### config.mk
export PLATFORM = sky130hd
export DESIGN_NAME = cascade_countdown_timer
export DESIGN_NICKNAME = d
export VERILOG_FILES = /design/src/rtl/ctt_pkg.sv /design/src/rtl/ctt_src_select.sv /design/src/rtl/ctt_sync2.sv /design/src/rtl/ctt_core.sv /design/src/rtl/cascade_countdown_timer.sv
export SDC_FILE = /design/constraint.sdc
export NUM_CORES = 1
export LEC_CHECK = 0
export BUFFER_PORTS_ARGS = -buffer_cell sky130_fd_sc_hd__buf_2
export CAP_MARGIN = 20
export CORE_MARGIN = 2
export CORE_UTILIZATION = 45
export DETAILED_ROUTE_END_ITERATION = 10
export PLACE_DENSITY = 0.68
export SYNTH_ARGS = -nofsm -noshare
export SYNTH_HDL_FRONTEND = slang
export SYNTH_SLANG_ARGS = --single-unit
### constraint.sdc
create_clock -name clk -period 3.9 [get_ports clk]
set_input_delay 0.78 -clock clk [delete_from_list [all_inputs] [get_ports clk]]
set_output_delay 0.78 -clock clk [all_outputs]
set_load 0.01 [all_outputs]
### src/rtl/ctt_pkg.sv
package ctt_pkg;

    typedef enum logic [2:0] {
        A_CTRL   = 3'd0,
        A_RELOAD = 3'd1,
        A_COUNT  = 3'd2,
        A_CASC   = 3'd3,
        A_SEL0   = 3'd4,
        A_SEL1   = 3'd5,
        A_SEL2   = 3'd6
    } reg_addr_e;

    typedef struct packed {
        logic trg;
        logic inv;
        logic en;
    } casc_cfg_t;

    typedef struct packed {
        logic      or_mode;
        casc_cfg_t c2;
        casc_cfg_t c1;
        casc_cfg_t c0;
    } casc_ctrl_t;

    typedef struct packed {
        logic auto_deact;
        logic auto_dis;
        logic irq_en;
        logic enable;
    } ctrl_t;

endpackage

### src/rtl/ctt_src_select.sv
module ctt_src_select #(
    parameter int unsigned POOL_N = 128,
    parameter int unsigned SEL_W  = 8
) (
    input  logic [POOL_N-1:0] pool,
    input  logic [SEL_W-1:0]  sel,
    output logic              bit_o
);
    localparam int unsigned IDX_W = $clog2(POOL_N);

    logic [IDX_W-1:0] idx;

    always_comb begin
        idx   = sel[IDX_W-1:0];
        bit_o = 1'b0;
        if (int'(sel) < int'(POOL_N)) begin
            bit_o = pool[idx];
        end
    end
endmodule

### src/rtl/ctt_sync2.sv
module ctt_sync2 #(
    parameter int unsigned W = 3
) (
    input  logic         clk,
    input  logic         rst_n,
    input  logic [W-1:0] d,
    output logic [W-1:0] q
);
    logic [W-1:0] meta_q;

    always_ff @(posedge clk or negedge rst_n) begin
        if (!rst_n) begin
            meta_q <= '0;
            q      <= '0;
        end else begin
            meta_q <= d;
            q      <= meta_q;
        end
    end
endmodule

### src/rtl/ctt_core.sv
module ctt_core
    import ctt_pkg::*;
#(
    parameter int unsigned DATA_W = 16
) (
    input  logic              clk,
    input  logic              rst_n,
    input  logic              wr_ctrl,
    input  logic              wr_reload,
    input  logic              wr_count,
    input  logic [DATA_W-1:0] wdata,
    input  casc_ctrl_t        cfg,
    input  logic [2:0]        lvl,
    output logic [DATA_W-1:0] cnt,
    output logic [DATA_W-1:0] rel,
    output ctrl_t             ctrl,
    output logic              active,
    output logic              timeout,
    output logic              irq
);
    typedef struct packed {
        logic [DATA_W-1:0] cnt;
        logic [DATA_W-1:0] rel;
        ctrl_t             ctrl;
        logic              act;
        logic              trig;
        logic              to;
        logic              irq;
    } core_st_t;

    core_st_t q, d;
    logic [2:0] lv;
    logic e0, e1, gate, stop, tick, end_stop;

    always_comb begin
        d    = q;
        d.to = 1'b0;
        lv   = lvl ^ {cfg.c2.inv, cfg.c1.inv, cfg.c0.inv};
        e0   = lv[0] | (cfg.c0.trg & q.trig);
        e1   = lv[1] | (cfg.c1.trg & q.trig);
        case ({cfg.c1.en, cfg.c0.en})
            2'b11:   gate = cfg.or_mode ? (e0 | e1) : (e0 & e1);
            2'b01:   gate = e0;
            2'b10:   gate = e1;
            default: gate = 1'b1;
        endcase
        stop     = cfg.c2.en & ~cfg.c2.trg & lv[2];
        end_stop = cfg.c2.en & cfg.c2.trg & lv[2];
        tick     = q.ctrl.enable & q.act & gate & ~stop;

        if (stop) begin
            d.ctrl.enable = 1'b0;
            d.act         = 1'b0;
            d.trig        = 1'b0;
        end
        if (tick) begin
            d.trig = 1'b1;
            if (q.cnt == '0) begin
                d.to = 1'b1;
                if (end_stop || q.ctrl.auto_dis) begin
                    d.ctrl.enable = 1'b0;
                    d.act         = 1'b0;
                    d.trig        = 1'b0;
                end else if (q.ctrl.auto_deact) begin
                    d.act  = 1'b0;
                    d.trig = 1'b0;
                end else begin
                    d.cnt = q.rel;
                end
            end else begin
                d.cnt = q.cnt - 1'b1;
            end
        end
        d.irq = d.to & q.ctrl.irq_en;

        if (wr_ctrl) begin
            d.ctrl = ctrl_t'(wdata[3:0]);
            d.act  = wdata[0];
            d.trig = 1'b0;
        end
        if (wr_reload) d.rel = wdata;
        if (wr_count)  d.cnt = wdata;
    end

    always_ff @(posedge clk or negedge rst_n) begin
        if (!rst_n) q <= '0;
        else        q <= d;
    end

    assign cnt     = q.cnt;
    assign rel     = q.rel;
    assign ctrl    = q.ctrl;
    assign active  = q.act;
    assign timeout = q.to;
    assign irq     = q.irq;
endmodule

### src/rtl/cascade_countdown_timer.sv
module cascade_countdown_timer
    import ctt_pkg::*;
#(
    parameter int unsigned DATA_W = 16,
    parameter int unsigned POOL_N = 128
) (
    input  logic              clk,
    input  logic              rst_n,
    input  logic              wr_en,
    input  logic [2:0]        wr_addr,
    input  logic [DATA_W-1:0] wr_data,
    input  logic [2:0]        rd_addr,
    output logic [DATA_W-1:0] rd_data,
    input  logic [POOL_N-1:0] src_pool,
    output logic              timeout_o,
    output logic              irq_o
);
    localparam int unsigned SEL_W  = $clog2(POOL_N) + 1;
    localparam int unsigned CASC_W = $bits(casc_ctrl_t);

    typedef struct packed {
        casc_ctrl_t                casc;
        logic [2:0][SEL_W-1:0]     sel;
    } top_st_t;

    top_st_t q, d;
    logic [2:0]        raw, lvl;
    logic [DATA_W-1:0] cnt_w, rel_w;
    ctrl_t             ctrl_w;
    logic              act_w;

    always_comb begin
        d = q;
        if (wr_en) begin
            case (wr_addr)
                A_CASC: d.casc   = casc_ctrl_t'(wr_data[CASC_W-1:0]);
                A_SEL0: d.sel[0] = wr_data[SEL_W-1:0];
                A_SEL1: d.sel[1] = wr_data[SEL_W-1:0];
                A_SEL2: d.sel[2] = wr_data[SEL_W-1:0];
                default: ;
            endcase
        end
    end

    always_ff @(posedge clk or negedge rst_n) begin
        if (!rst_n) q <= '0;
        else        q <= d;
    end

    for (genvar i = 0; i < 3; i++) begin : g_src
        ctt_src_select #(.POOL_N(POOL_N), .SEL_W(SEL_W)) u_sel (
            .pool  (src_pool),
            .sel   (q.sel[i]),
            .bit_o (raw[i])
        );
    end

    ctt_sync2 #(.W(3)) u_sync (
        .clk   (clk),
        .rst_n (rst_n),
        .d     (raw),
        .q     (lvl)
    );

    ctt_core #(.DATA_W(DATA_W)) u_core (
        .clk       (clk),
        .rst_n     (rst_n),
        .wr_ctrl   (wr_en && (wr_addr == A_CTRL)),
        .wr_reload (wr_en && (wr_addr == A_RELOAD)),
        .wr_count  (wr_en && (wr_addr == A_COUNT)),
        .wdata     (wr_data),
        .cfg       (q.casc),
        .lvl       (lvl),
        .cnt       (cnt_w),
        .rel       (rel_w),
        .ctrl      (ctrl_w),
        .active    (act_w),
        .timeout   (timeout_o),
        .irq       (irq_o)
    );

    always_comb begin
        rd_data = '0;
        case (rd_addr)
            A_CTRL:   rd_data[4:0]        = {act_w, ctrl_w};
            A_RELOAD: rd_data             = rel_w;
            A_COUNT:  rd_data             = cnt_w;
            A_CASC:   rd_data[CASC_W-1:0] = q.casc;
            A_SEL0:   rd_data[SEL_W-1:0]  = q.sel[0];
            A_SEL1:   rd_data[SEL_W-1:0]  = q.sel[1];
            A_SEL2:   rd_data[SEL_W-1:0]  = q.sel[2];
            default:  rd_data             = '0;
        endcase
    end
endmodule

==> impl_metrics.tcl, run 1 <==
set metrics [dict create \
    start_kind "input pin" \
    clock-skew-final_ps 10.9 \
    synth_top_area_share_pct 25.9 \
    arrival_ps 2290 \
    synthTopCellsByArea "dfrtp_1, mux4_2, mux2_2" \
    yosysSeqAreaShare_pct 25.9 \
    cap_violations 0 \
    p_seq_share_pct 34.7 \
    setup_tns_ps 0 \
    grt_usage_pct 27.3 \
    initial_core_util_pct 46.3 \
    diodes 0 \
    finalSetupViolCount 0 \
    post-dp-hpwl_mm 17.9 \
    cts_buffer_depth 2 \
    drt_iter0_drc 633 \
    synth_flop_cell "dfrtp_1" \
    synth-async-reset-ratio_pct 100 \
    synth_common_cells "dfrtp_1, mux4_2, mux2_2" \
    drive_gt1_share_pct 42.2 \
    htreeDepth 3 \
    first_pass_iters 7 \
    period_minus_slack_ps 3070 \
    area_growth_pct 16.7 \
    via_per_inst 6.56 \
    routed_wl_mm 24.5 \
    slew_viol_final 0 \
    antenna_found_initial 0 \
    swShare_pct 39.9 \
    p_sw_w 0.00182 \
    endpoint_kind "output port" \
    rsz0062_at_grt "no" \
    dieArea_mm2 0.0182 \
    drc 0 \
    cts_made_buffers 9 \
    nNetsFinal 1002 \
    fin_util_pct 54.0 \
    detail_route.wl_per_cell_um 22.8 \
    grt_pass1_vias 6949 \
    grt_max_degree 81 \
    fp.dieH_um 135 \
    top_level_ports 171 \
    pwr-share-comb_pct 45.2 \
    cts_tree "done" \
    synthCells 710 \
    io_buffer_count 170 \
    cts_resized 0 \
    coreArea_mm2 0.0167 \
    root_buffer "clkbuf_16" \
    ctsHoldBuffers 0 \
    fmax_mhz 326 \
    syn_area_mm2 0.00773 \
    vias 7030 \
    rows 47 \
    worstPathRequired_ps 3120 \
    die_x_um 135 \
    postCtsSetupBuffers 0 \
    drtAntennaViolNets 0 \
    grt_pass1_wl_mm 38.2 \
    grt_overflow 0 \
    synth.ff_latch_count 80 \
    worst_pin_slew_ps 1150 \
    powerDensity_mw_per_mm2 505 \
    nFillCells 1514 \
    max-vdd-ir-drop_mv 0.284 \
    hp-class "in -> async" \
    clk_pin_slew_ps 60 \
    synth.avg_cell_area_um2 10.9 \
    critPathKind "in -> out" \
    routabilityCongestion 0.862 \
    p_int_w 0.00274 \
    critical_path.max_fanout 22 \
    clock_sinks 80 \
    ys_types 66 \
    pwr-share-clk_pct 20.1 \
    yosys.area.top_type "dfrtp_1" \
    ys_warn_count 0 \
    max-slew-margin-rel_pct 23.1 \
    p_leak_nw 3.67 \
    post-route-period-util_pct 78.7 \
    synth-edff-count 0 \
    clk_latency_ps 350 \
    hold_viol 0 \
    synth_fp_nets 865 \
    outcome "complete, no violations" \
]
[power groups by stage]
| stage | clock network [W] | registers (W) | logic [W] |
|---|---|---|---|
| 6_report | 0.000916 | 0.00158 | 0.00206 |
| 5_1_grt | 0.000968 | 0.00162 | 0.00223 |
| 4_1_cts | 0.000929 | 0.00158 | 0.00203 |
| 3_5_place_dp | 0 | 0.00159 | 0.00202 |
| 3_3_place_gp | 0 | 0.00159 | 0.00197 |
| 2_1_floorplan | 0 | 0.00127 | 0.00172 |
[final timing paths]
path | start | to | slack [ps] | depth (start not counted)
setup / recovery | rd_addr[1] | rd_data[0] | 830 | 5
setup reg to reg | q[1]$_DFFE_PN0P_ | u_sync.meta_q[0]$_DFF_PN0_ | 1140 | 5
max in group asynchronous | rst_n | q[16]$_DFFE_PN0P_ | 3060 | 2
min in group clk | u_sync.meta_q[2]$_DFF_PN0_ | u_sync.q[2]$_DFF_PN0_ | 360 | 0
hold reg to reg | u_sync.meta_q[2]$_DFF_PN0_ | u_sync.q[2]$_DFF_PN0_ | 360 | 0
hold / removal | rst_n | u_sync.q[0]$_DFF_PN0_ | 250 | 1
[layout make-up]
| class | count | area (µm²) | share of cell area [%] |
|---|---|---|---|
| Timing Repair Buffer | 186 | 1010 | 11.2 |
| Clock inverter | 6 | 93.8 | 1.04 |
| Inverter | 8 | 30.0 | 0.333 |
| Clock buffer | 9 | 225 | 2.50 |
| Sequential cell | 80 | 2010 | 22.2 |
| Multi-Input combinational cell | 562 | 5390 | 59.7 |
| Tap cell | 220 | 275 | 3.05 |
[placed cells by master (no fill, tap or decap), drive strengths merged, types with 8 or more instances in the layout]
cell and count:
clkbuf 9, nor3 12, o21ai 21, nor2b 19, a21oi 21, mux4 80, xnor2 12, buf 186
inv 9, mux2i 62, dfrtp 80, a31oi 8, nor2 45, mux2 78, nand2 53, nand3 23
a22oi 22
[worst max-delay path, cell delays in order]
cell and delay (ps):
buf_2 400, nor2b_1 550, a21oi_1 160, a21oi_1 220, buf_2 170
[per-layer routing]
| layer | global-route usage [%] | part of all wire, % | vias to the layer above |
|---|---|---|---|
| met5 | 0 | 0 | - |
| li1 | - | - | 3088 |
| met1 | 35.4 | 41 | 3542 |
| met3 | 5.18 | 6.8 | 62 |
| met2 | 46.1 | 50 | 338 |
| met4 | 8.97 | 2.8 | 0 |
[state kept, by name, indices dropped and copies added, names as in the netlist, 3 cells and up]
register / count
u_core.rel: 16
q: 34
u_core.ctrl: 4
u_sync.q: 3
u_sync.meta_q: 3
u_core.cnt: 16
[per-stage QoR]
| step | hold slack, ps | power, W | instances | cell area [µm²] | setup WS, ps |
|---|---|---|---|---|---|
| floorplan | 331 | 0.00300 | 710 | 7730 | 1130 |
| global placement | 343 | 0.00356 | 1053 | 8650 | 895 |
| detailed placement | 341 | 0.00361 | 1054 | 8660 | 874 |
| CTS | 354 | 0.00454 | 1069 | 8980 | 838 |
| global route | 240 | 0.00482 | 1071 | 9020 | 691 |
| finish | 248 | 0.00456 | 1071 | 9020 | 830 |
[cells by family (layout without fill, tap and decap cells)]
kind of cell / count (synthesis) / after routing / synth area share, %
buffers and inverters: 68 / 209 / 4.50
AOI/OAI and AO/OA: 125 / 125 / 11.4
muxes: 220 / 220 / 42.7
and+or+nand+nor: 200 / 200 / 13.5
xor gates and xnor gates: 15 / 15 / 1.70
adders and majority gates: 2 / 2 / 0.324
DFF: 80 / 80 / 25.9
Power figures use the tool's default switching activity.
==> run 2: changes to the inputs <==
==> constraint.sdc (replaced) <==
create_clock -name clk -period 3.15 [get_ports clk]
set_input_delay 0.63 -clock clk [delete_from_list [all_inputs] [get_ports clk]]
set_output_delay 0.63 -clock clk [all_outputs]
set_load 0.01 [all_outputs]
==> impl_metrics.tcl, run 2 (synthesis results as in run 1) <==
set metrics [dict create \
    first_pass_iters 5 \
    layout_common_cells "buf_2, mux4_2, dfrtp_1" \
    drive_gt1_share_pct 42.9 \
    clock_sinks 80 \
    coreArea_mm2 0.0167 \
    io_buffer_count 170 \
    arrival_ps 2010 \
    dr.max_layer_used "met4" \
    p_leak_nw 3.73 \
    hp-class "in -> async" \
    r2r_start "q[18]$_DFFE_PN0P_" \
    nNetsFinal 1014 \
    drc 0 \
    critPathKind "reg -> out" \
    setup_tns_ps 0 \
    ctsHoldBuffers 0 \
    p_int_w 0.00345 \
    mostFrequentLayoutCell "buf_2" \
    dieArea_mm2 0.0182 \
    drtAntennaViolNets 0 \
    drt_iter0_drc 659 \
    fp.dieH_um 135 \
    area_growth_pct 17.9 \
    post-route-period-util_pct 83.7 \
    post-dp-hpwl_mm 17.9 \
    period_minus_slack_ps 2640 \
    largest_reg_flops 34 \
    grt_pass1_wl_mm 37.7 \
    grt_overflow 0 \
    pwr-share-comb_pct 45.9 \
    p_total_w 0.00568 \
    vias 6950 \
    place_area_mm2 0.00876 \
    fin_util_pct 54.6 \
    grt_usage_pct 26.7 \
    postCtsSetupBuffers 0 \
    critical_path.max_fanout 18 \
    post-route-cell-area_mm2 0.00911 \
    routed_wl_mm 23.8 \
    routabilityCongestion 0.914 \
    diodes 0 \
    met2_wirelength_mm 11.5 \
    cts_tree "done" \
    slew_viol_final 0 \
    grt_pass1_vias 6850 \
    die_x_um 135 \
    hold_viol 0 \
    outcome "complete, no violations" \
    fmax_mhz 379 \
    max-vdd-ir-drop_mv 0.373 \
    cap_violations 0 \
    cts_made_buffers 9 \
    cts_buffer_depth 2 \
    crit_path_start "q[17]$_DFFE_PN0P_" \
    regMostFlops "q" \
    initial_core_util_pct 46.3 \
    via_per_inst 6.41 \
    grt_max_degree 56 \
    swShare_pct 39.3 \
    htreeDepth 3 \
    p_sw_w 0.00223 \
    worst_pin_slew_ps 926 \
    top_level_ports 171 \
    wl_met1_mm 10.1 \
    wl_met3_mm 1.79 \
    p_seq_share_pct 34.1 \
    rsz0062_at_grt "no" \
    powerDensity_mw_per_mm2 624 \
    clk_pin_slew_ps 70 \
    hold_slack_ps 329 \
    finalSetupViolCount 0 \
    endpoint_kind "output port" \
    max-slew-margin-rel_pct 38.2 \
    antenna_found_initial 0 \
    clock-skew-final_ps 11.1 \
    cts_resized 0 \
    pwr-share-clk_pct 20.0 \
    rows 47 \
    start_kind "register" \
    clk_latency_ps 350 \
    detail_route.wl_per_cell_um 22.0 \
    root_buffer "clkbuf_16" \
    worstPathRequired_ps 2520 \
]
[run 2: cell types whose count changed in the layout (fill, tap and decap cells not counted), sizes merged]
| cell | before | now |
|---|---|---|
| buf | 186 | 198 |
| inv | 9 | 10 |
| clkbuf | 9 | 10 |
| clkinv | 2 | 1 |
[run 2: layout make-up]
class	count	area [µm²]
clock buffer	10	229
fill	1521	7590
multi-input combinational	562	5390
sequential	80	2010
timing repair buffer	198	1100
clock inverter	6	90.1
tap	220	275
inverter	8	30.0
[run 2: layer usage]
layer	GRT usage [%]	up-vias
met2	43.8	348
met1	37.1	3473
met5	0	-
met4	7.70	0
met3	3.94	35
li1	-	3094
[run 2: power by group through the flow]
stage / Clock, W / Combinational [W] / Sequential, W
after floorplan: 0 / 0.00214 / 0.00158
after global placement: 0 / 0.00253 / 0.00195
after detailed placement: 0 / 0.00256 / 0.00195
after CTS: 0.00115 / 0.00257 / 0.00194
after global routing: 0.00119 / 0.00284 / 0.00199
final: 0.00114 / 0.00261 / 0.00194
[run 2: critical path, cell delays in order, from the launching register on]
cell and delay (ps):
dfrtp_1 950, mux2i_1 170, nor2_1 140, a21oi_1 50, a21oi_1 190, buf_2 160
[run 2: final timing paths]
check                                             endpoint  slack, ps  cells after the start
worst min-delay path                     q[24]$_DFFE_PN0P_        330                      1
worst min register to register       u_sync.q[2]$_DFF_PN0_        360                      0
worst max register to register  u_sync.meta_q[2]$_DFF_PN0_        520                      7
worst max-delay path                            rd_data[1]        510                      5
min in group clk                     u_sync.q[2]$_DFF_PN0_        360                      0
max in group asynchronous        u_core.rel[2]$_DFFE_PN0P_       2110                      2
[run 2: per-stage QoR]
stage / instances / worst slack (ps)
2_1_floorplan: 710 / 677
3_3_place_gp: 1067 / 598
3_5_place_dp: 1067 / 584
4_1_cts: 1083 / 476
5_1_grt: 1084 / 337
6_report: 1084 / 514
